<file path="src/rtl/fpsr_pkg.sv">
package fpsr_pkg;

  typedef enum logic [1:0] {
    OP_ADD = 2'b00,
    OP_SUB = 2'b01,
    OP_MUL = 2'b10,
    OP_DIV = 2'b11
  } fpsr_op_t;

  typedef struct packed {
    logic sign;
    logic is_zero;
    logic is_sub;
    logic is_inf;
    logic is_nan;
    logic is_snan;
  } fpsr_cls_t;

endpackage

</file>
<file path="src/rtl/fpsr_classify.sv">
module fpsr_classify
  import fpsr_pkg::*;
#(
  parameter int unsigned EXP_W  = 8,
  parameter int unsigned FRAC_W = 23
) (
  input  logic [EXP_W+FRAC_W:0] word,
  output fpsr_cls_t             cls
);
  localparam int unsigned WORD_W = 1 + EXP_W + FRAC_W;

  logic [EXP_W-1:0]  exp_f;
  logic [FRAC_W-1:0] frac_f;
  logic              exp_lo, exp_hi, frac_nil;

  assign exp_f    = word[WORD_W-2 -: EXP_W];
  assign frac_f   = word[FRAC_W-1:0];
  assign exp_lo   = (exp_f == '0);
  assign exp_hi   = &exp_f;
  assign frac_nil = (frac_f == '0);

  always_comb begin
    cls.sign    = word[WORD_W-1];
    cls.is_zero = exp_lo & frac_nil;
    cls.is_sub  = exp_lo & ~frac_nil;
    cls.is_inf  = exp_hi & frac_nil;
    cls.is_nan  = exp_hi & ~frac_nil;
    cls.is_snan = exp_hi & ~frac_nil & ~frac_f[FRAC_W-1];
  end
endmodule

</file>
<file path="src/rtl/fpsr_rules.sv">
module fpsr_rules
  import fpsr_pkg::*;
#(
  parameter int unsigned EXP_W  = 8,
  parameter int unsigned FRAC_W = 23
) (
  input  fpsr_cls_t             cls_a,
  input  fpsr_cls_t             cls_b,
  input  fpsr_op_t              op,
  output logic                  take,
  output logic [EXP_W+FRAC_W:0] word,
  output logic                  inv,
  output logic                  dz,
  output logic                  sub_seen
);
  localparam int unsigned WORD_W = 1 + EXP_W + FRAC_W;
  localparam logic [WORD_W-1:0] QNAN_W =
    {1'b0, {EXP_W{1'b1}}, 1'b1, {(FRAC_W-1){1'b0}}};

  function automatic logic [WORD_W-1:0] inf_w(input logic s);
    inf_w = {s, {EXP_W{1'b1}}, {FRAC_W{1'b0}}};
  endfunction

  function automatic logic [WORD_W-1:0] zero_w(input logic s);
    zero_w = {s, {(WORD_W-1){1'b0}}};
  endfunction

  logic s_prod, s_beff;

  assign s_prod   = cls_a.sign ^ cls_b.sign;
  assign s_beff   = cls_b.sign ^ (op == OP_SUB);
  assign sub_seen = cls_a.is_sub | cls_b.is_sub;

  always_comb begin
    take = 1'b0;
    word = '0;
    inv  = 1'b0;
    dz   = 1'b0;
    if (cls_a.is_nan || cls_b.is_nan) begin
      take = 1'b1;
      word = QNAN_W;
      inv  = cls_a.is_snan | cls_b.is_snan;
    end else begin
      case (op)
        OP_ADD, OP_SUB: begin
          if (cls_a.is_inf && cls_b.is_inf) begin
            take = 1'b1;
            if (cls_a.sign == s_beff) begin
              word = inf_w(cls_a.sign);
            end else begin
              word = QNAN_W;
              inv  = 1'b1;
            end
          end else if (cls_a.is_inf) begin
            take = 1'b1;
            word = inf_w(cls_a.sign);
          end else if (cls_b.is_inf) begin
            take = 1'b1;
            word = inf_w(s_beff);
          end
        end
        OP_MUL: begin
          if ((cls_a.is_inf && cls_b.is_zero) || (cls_a.is_zero && cls_b.is_inf)) begin
            take = 1'b1;
            word = QNAN_W;
            inv  = 1'b1;
          end else if (cls_a.is_inf || cls_b.is_inf) begin
            take = 1'b1;
            word = inf_w(s_prod);
          end else if (cls_a.is_zero || cls_b.is_zero) begin
            take = 1'b1;
            word = zero_w(s_prod);
          end
        end
        OP_DIV: begin
          if ((cls_a.is_zero && cls_b.is_zero) || (cls_a.is_inf && cls_b.is_inf)) begin
            take = 1'b1;
            word = QNAN_W;
            inv  = 1'b1;
          end else if (cls_a.is_inf) begin
            take = 1'b1;
            word = inf_w(s_prod);
          end else if (cls_b.is_inf) begin
            take = 1'b1;
            word = zero_w(s_prod);
          end else if (cls_b.is_zero) begin
            take = 1'b1;
            word = inf_w(s_prod);
            dz   = 1'b1;
          end else if (cls_a.is_zero) begin
            take = 1'b1;
            word = zero_w(s_prod);
          end
        end
        default: ;
      endcase
    end
  end
endmodule

</file>
<file path="src/rtl/fpsr_resolver.sv">
module fpsr_resolver
  import fpsr_pkg::*;
#(
  parameter int unsigned EXP_W  = 8,
  parameter int unsigned FRAC_W = 23
) (
  input  logic                  clk,
  input  logic                  rst_n,
  input  logic                  in_valid,
  input  logic [1:0]            op_sel,
  input  logic [EXP_W+FRAC_W:0] opnd_a,
  input  logic [EXP_W+FRAC_W:0] opnd_b,
  output logic                  out_valid,
  output logic                  bypass,
  output logic [EXP_W+FRAC_W:0] result,
  output logic                  flag_invalid,
  output logic                  flag_divzero,
  output logic                  flag_denorm
);
  localparam int unsigned WORD_W = 1 + EXP_W + FRAC_W;
  localparam int unsigned N_OPND = 2;
  localparam logic [WORD_W-1:0] QNAN_W =
    {1'b0, {EXP_W{1'b1}}, 1'b1, {(FRAC_W-1){1'b0}}};

  logic [WORD_W-1:0] opnd [N_OPND];
  fpsr_cls_t         cls  [N_OPND];

  assign opnd[0] = opnd_a;
  assign opnd[1] = opnd_b;

  for (genvar gi = 0; gi < N_OPND; gi++) begin : g_cls
    fpsr_classify #(.EXP_W(EXP_W), .FRAC_W(FRAC_W)) u_cls (
      .word (opnd[gi]),
      .cls  (cls[gi])
    );
  end

  logic              r_take, r_inv, r_dz, r_sub;
  logic [WORD_W-1:0] r_word;

  fpsr_rules #(.EXP_W(EXP_W), .FRAC_W(FRAC_W)) u_rules (
    .cls_a    (cls[0]),
    .cls_b    (cls[1]),
    .op       (fpsr_op_t'(op_sel)),
    .take     (r_take),
    .word     (r_word),
    .inv      (r_inv),
    .dz       (r_dz),
    .sub_seen (r_sub)
  );

  // next-state
  logic              vld_d, byp_d, inv_d, dz_d, den_d;
  logic [WORD_W-1:0] res_d;

  always_comb begin
    vld_d = in_valid;
    byp_d = bypass;
    res_d = result;
    inv_d = flag_invalid;
    dz_d  = flag_divzero;
    den_d = flag_denorm;
    if (in_valid) begin
      byp_d = r_take;
      res_d = r_word;
      inv_d = r_inv;
      dz_d  = r_dz;
      den_d = r_sub;
    end
  end

  // registers
  always_ff @(posedge clk or negedge rst_n) begin
    if (!rst_n) begin
      out_valid    <= 1'b0;
      bypass       <= 1'b0;
      result       <= '0;
      flag_invalid <= 1'b0;
      flag_divzero <= 1'b0;
      flag_denorm  <= 1'b0;
    end else begin
      out_valid    <= vld_d;
      bypass       <= byp_d;
      result       <= res_d;
      flag_invalid <= inv_d;
      flag_divzero <= dz_d;
      flag_denorm  <= den_d;
    end
  end

  // checks
  assert_valid_rise_R2: assert property (@(posedge clk) disable iff (!rst_n)
    in_valid |=> out_valid);
  assert_valid_fall_R2: assert property (@(posedge clk) disable iff (!rst_n)
    !in_valid |=> !out_valid);
  assert_invalid_qnan_R3: assert property (@(posedge clk) disable iff (!rst_n)
    flag_invalid |-> (bypass && result == QNAN_W));
  assert_divzero_inf_R6: assert property (@(posedge clk) disable iff (!rst_n)
    flag_divzero |-> (bypass && result[WORD_W-2:0] == {{EXP_W{1'b1}}, {FRAC_W{1'b0}}}));
  assert_denorm_a_R7: assert property (@(posedge clk) disable iff (!rst_n)
    (in_valid && opnd_a[WORD_W-2 -: EXP_W] == '0 && opnd_a[FRAC_W-1:0] != '0) |=> flag_denorm);
  assert_denorm_b_R7: assert property (@(posedge clk) disable iff (!rst_n)
    (in_valid && opnd_b[WORD_W-2 -: EXP_W] == '0 && opnd_b[FRAC_W-1:0] != '0) |=> flag_denorm);
  assert_quiet_pass_R8: assert property (@(posedge clk) disable iff (!rst_n)
    !bypass |-> (result == '0 && !flag_invalid && !flag_divzero));
  assert_hold_R10: assert property (@(posedge clk) disable iff (!rst_n)
    !in_valid |=> ($stable(result) && $stable(bypass)));
endmodule

</file>
<file path="config.mk">
export PLATFORM = sky130hd
export DESIGN_NAME = fpsr_resolver
export DESIGN_NICKNAME = d
export VERILOG_FILES = /design/src/rtl/fpsr_pkg.sv /design/src/rtl/fpsr_classify.sv /design/src/rtl/fpsr_rules.sv /design/src/rtl/fpsr_resolver.sv
export SDC_FILE = /design/constraint.sdc
export NUM_CORES = 1
export LEC_CHECK = 0
export ABC_AREA = 1
export BUFFER_PORTS_ARGS = -buffer_cell sky130_fd_sc_hd__buf_2
export CELL_PAD_IN_SITES_DETAIL_PLACEMENT = 0
export CELL_PAD_IN_SITES_GLOBAL_PLACEMENT = 2
export CORE_ASPECT_RATIO = 0.5
export CORE_UTILIZATION = 22
export CTS_CLUSTER_SIZE = 20
export DETAILED_ROUTE_END_ITERATION = 8
export GPL_ROUTABILITY_DRIVEN = 0
export PLACE_DENSITY = 0.8
export SLEW_MARGIN = 25
export SYNTH_ARGS = -nofsm -noshare
export SYNTH_HDL_FRONTEND = slang
export SYNTH_HIERARCHICAL = 1
export SYNTH_SLANG_ARGS = --single-unit
</file>
<file path="constraint.sdc">
create_clock -name clk -period 0.8 [get_ports clk]
set_clock_uncertainty 0.2 [all_clocks]
set_input_delay 0.08 -clock clk [delete_from_list [all_inputs] [get_ports clk]]
set_output_delay 0.08 -clock clk [all_outputs]
set_load 0.005 [all_outputs]
</file>
==> reports/results.ini <==
[status]
outcome=finished with violations
violations=negative setup slack

[sta]
fin_ws_ps=-608
min_period_ps=1410
setup_viol=67
hold_slack_ps=33.9
drv_slew=0
rsz0062_at_grt=true
max_freq_mhz=710
fin_setup_tns_ps=-18740
final.period_utilization=1.76
hold_violations=0

[pwr]
p_per_area_nw_per_um2=1480
vdd_drop_max_v=0.00109
power_leakage_nw=2.01

[worst_setup_path]
critical_path_arrival_ps=1380
cp_cell_sequence=buf_6 -> nor2_4 -> nand2_2 -> nor2_4 -> nand3_4 -> nor2b_1 -> buf_4 -> nand2_1 -> a21oi_2 -> nor2_4 -> nand2_1 -> nor2_1 -> nand2_1 -> nand2_1
path_max_fanout=6
cp_slowest_cell=a21oi_2
path_common_cell=nand2_1
critPathKind=input pin to register
crit_required_ps=770
startpoint_type=input pin
critPathMaxStageDelay_ps=180
worstSetupEndpointType=register

[clock_network]
tritoncts=done
clkTransAtPathRegs_ps=60
cts_buffers=5
cts.sinks=37
root_buffer=clkbuf_16
insertion_delay_ps=280
clk_path_buf_depth=2
htree_levels=2

[logic_synthesis]
syn_inst=315
yosysWarnings=6
ys_ff_latch=37
ys_seq_area_frac=0.406
yosysTopAreaCell=dfrtp_1
synth_top_area_frac=0.406
mappedNetlistArea_um2=2280
yosysUniqueCellTypes=24
yosys-top-cells-area=dfrtp_1, nand2_1, buf_4
synth_area_per_cell_um2=7.23

[flow_run]
drv_cap=0

[floorplan]
die_w_um=146
start_util=0.233
floorplan.die_area_um2=10800
fp.dieH_um=74.0
core_area_um2=9760
io-pin-count=106
rows=25

[routing]
vias=2220
ant_nets=0
drt-pass1-iter-count=4
via_per_inst=3.76
drtIter0Drc=52
wl_mm=5.55
wire_per_inst_um=9.39
drc=0

[final_layout]
diodes=0
area_growth_pct=67.0
multiInputGateArea_um2=1370
final_cell_mix=nand2_1, buf_2, buf_6
layout_commonest_cell=nand2_1
finalNetCount=525
nFillCells=1022
drive_gt1_frac=0.511
register_area_um2=926

[hold_path]
hold_class=input pin to register

[grt]
first_global_vias=2025
grt_overflow=0
grt_max_degree=38
grt.total_usage=0.103
antenna_found_initial=0
grt_pass1_wl_mm=8.87

[place]
port_buffers=105
dp_hpwl_mm=3.97

==> flip-flops by register name (all words and copies together), names as in the netlist <==
name,count
flag_denorm,1
bypass,1
result,32
out_valid,1
flag_divzero,1
flag_invalid,1
==> cell families (layout without fill, tap and decap cells) <==
| group | after synthesis | after routing | synth area share |
|---|---|---|---|
| AOI/OAI and AO/OA | 8 | 8 | 0.0220 |
| and+or+nand+nor | 216 | 216 | 0.399 |
| DFF | 37 | 37 | 0.406 |
| buffers and inverters | 52 | 172 | 0.165 |
| other | 1 | 22 | 0.00165 |
| adders and majority gates | 1 | 1 | 0.00549 |
==> cell type report <==
type | count | area share
multi-input combinational | 247 | 0.359
timing repair buffer | 151 | 0.287
clock buffer | 5 | 0.0329
tap | 135 | 0.0444
clock inverter | 3 | 0.0181
inverter | 13 | 0.0148
sequential | 37 | 0.243
==> per-layer routing <==
metal  vias up  routed length, um  track usage
li1       1183                  -            -
met1       977               2330        0.116
met2        55               2930        0.192
met3         5                234       0.0239
met4         0                 57       0.0421
met5         -                  0            0
==> metrics by stage <==
stage	cell area (um^2)	total power [mW]	setup WS, ps	util	cells
after global placement	2980	2.78	-984	0.305	558
after global routing	3800	5.91	-734	0.390	591
after CTS	3480	5.53	-640	0.357	584
after floorplan	2430	2.47	-728	-	336
after detailed placement	2980	2.79	-965	0.305	558
final	3800	5.62	-608	0.390	591
==> Yosys cell counts (all sizes together) <==
cell / n
inv: 13
nor3: 3
ha: 1
nand3: 5
o211ai: 1
or2: 1
nor2b: 4
conb: 1
o21ai: 3
nor2: 49
dfrtp: 37
a21oi: 4
nand4: 5
buf: 39
nand2: 149
==> where the power goes <==
| group | switching [mW] | leakage (nW) | internal (mW) |
|---|---|---|---|
| clock | 0.789 | 0.0944 | 1.80 |
| combinational | 0.436 | 1.45 | 0.552 |
| sequential | 0.0605 | 0.474 | 1.98 |
| total | 1.29 | 2.01 | 4.33 |
==> worst max-delay path, delay by kind of cell <==
| family | cells | cell delay, ps |
|---|---|---|
| AND/OR/NAND/NOR | 11 | 840 |
| buffers and inverters | 2 | 260 |
| AO/OA/AOI/OAI | 1 | 180 |
==> path summary, 6_finish.rpt <==
path	start	to	slack (ps)	cells after the start
min in group asynchronous	rst_n	result[21]	90	3
worst max register to register	result[30]	result[30]	-250	4
worst min register to register	result[22]	result[22]	270	2
worst max-delay path	opnd_b[18]	result[31]	-610	14
max in group asynchronous	rst_n	result[0]	100	3
worst min-delay path	in_valid	out_valid	30	2
==> what timing repair did <==
item,4_1_cts,5_1_grt
setup endpoints to repair,57,73
hold endpoints to repair,37,0
hold buffers,1,0
gates resized for setup,38,65
setup buffers,18,10
pin swaps,44,50
Power figures use the tool's default switching activity.
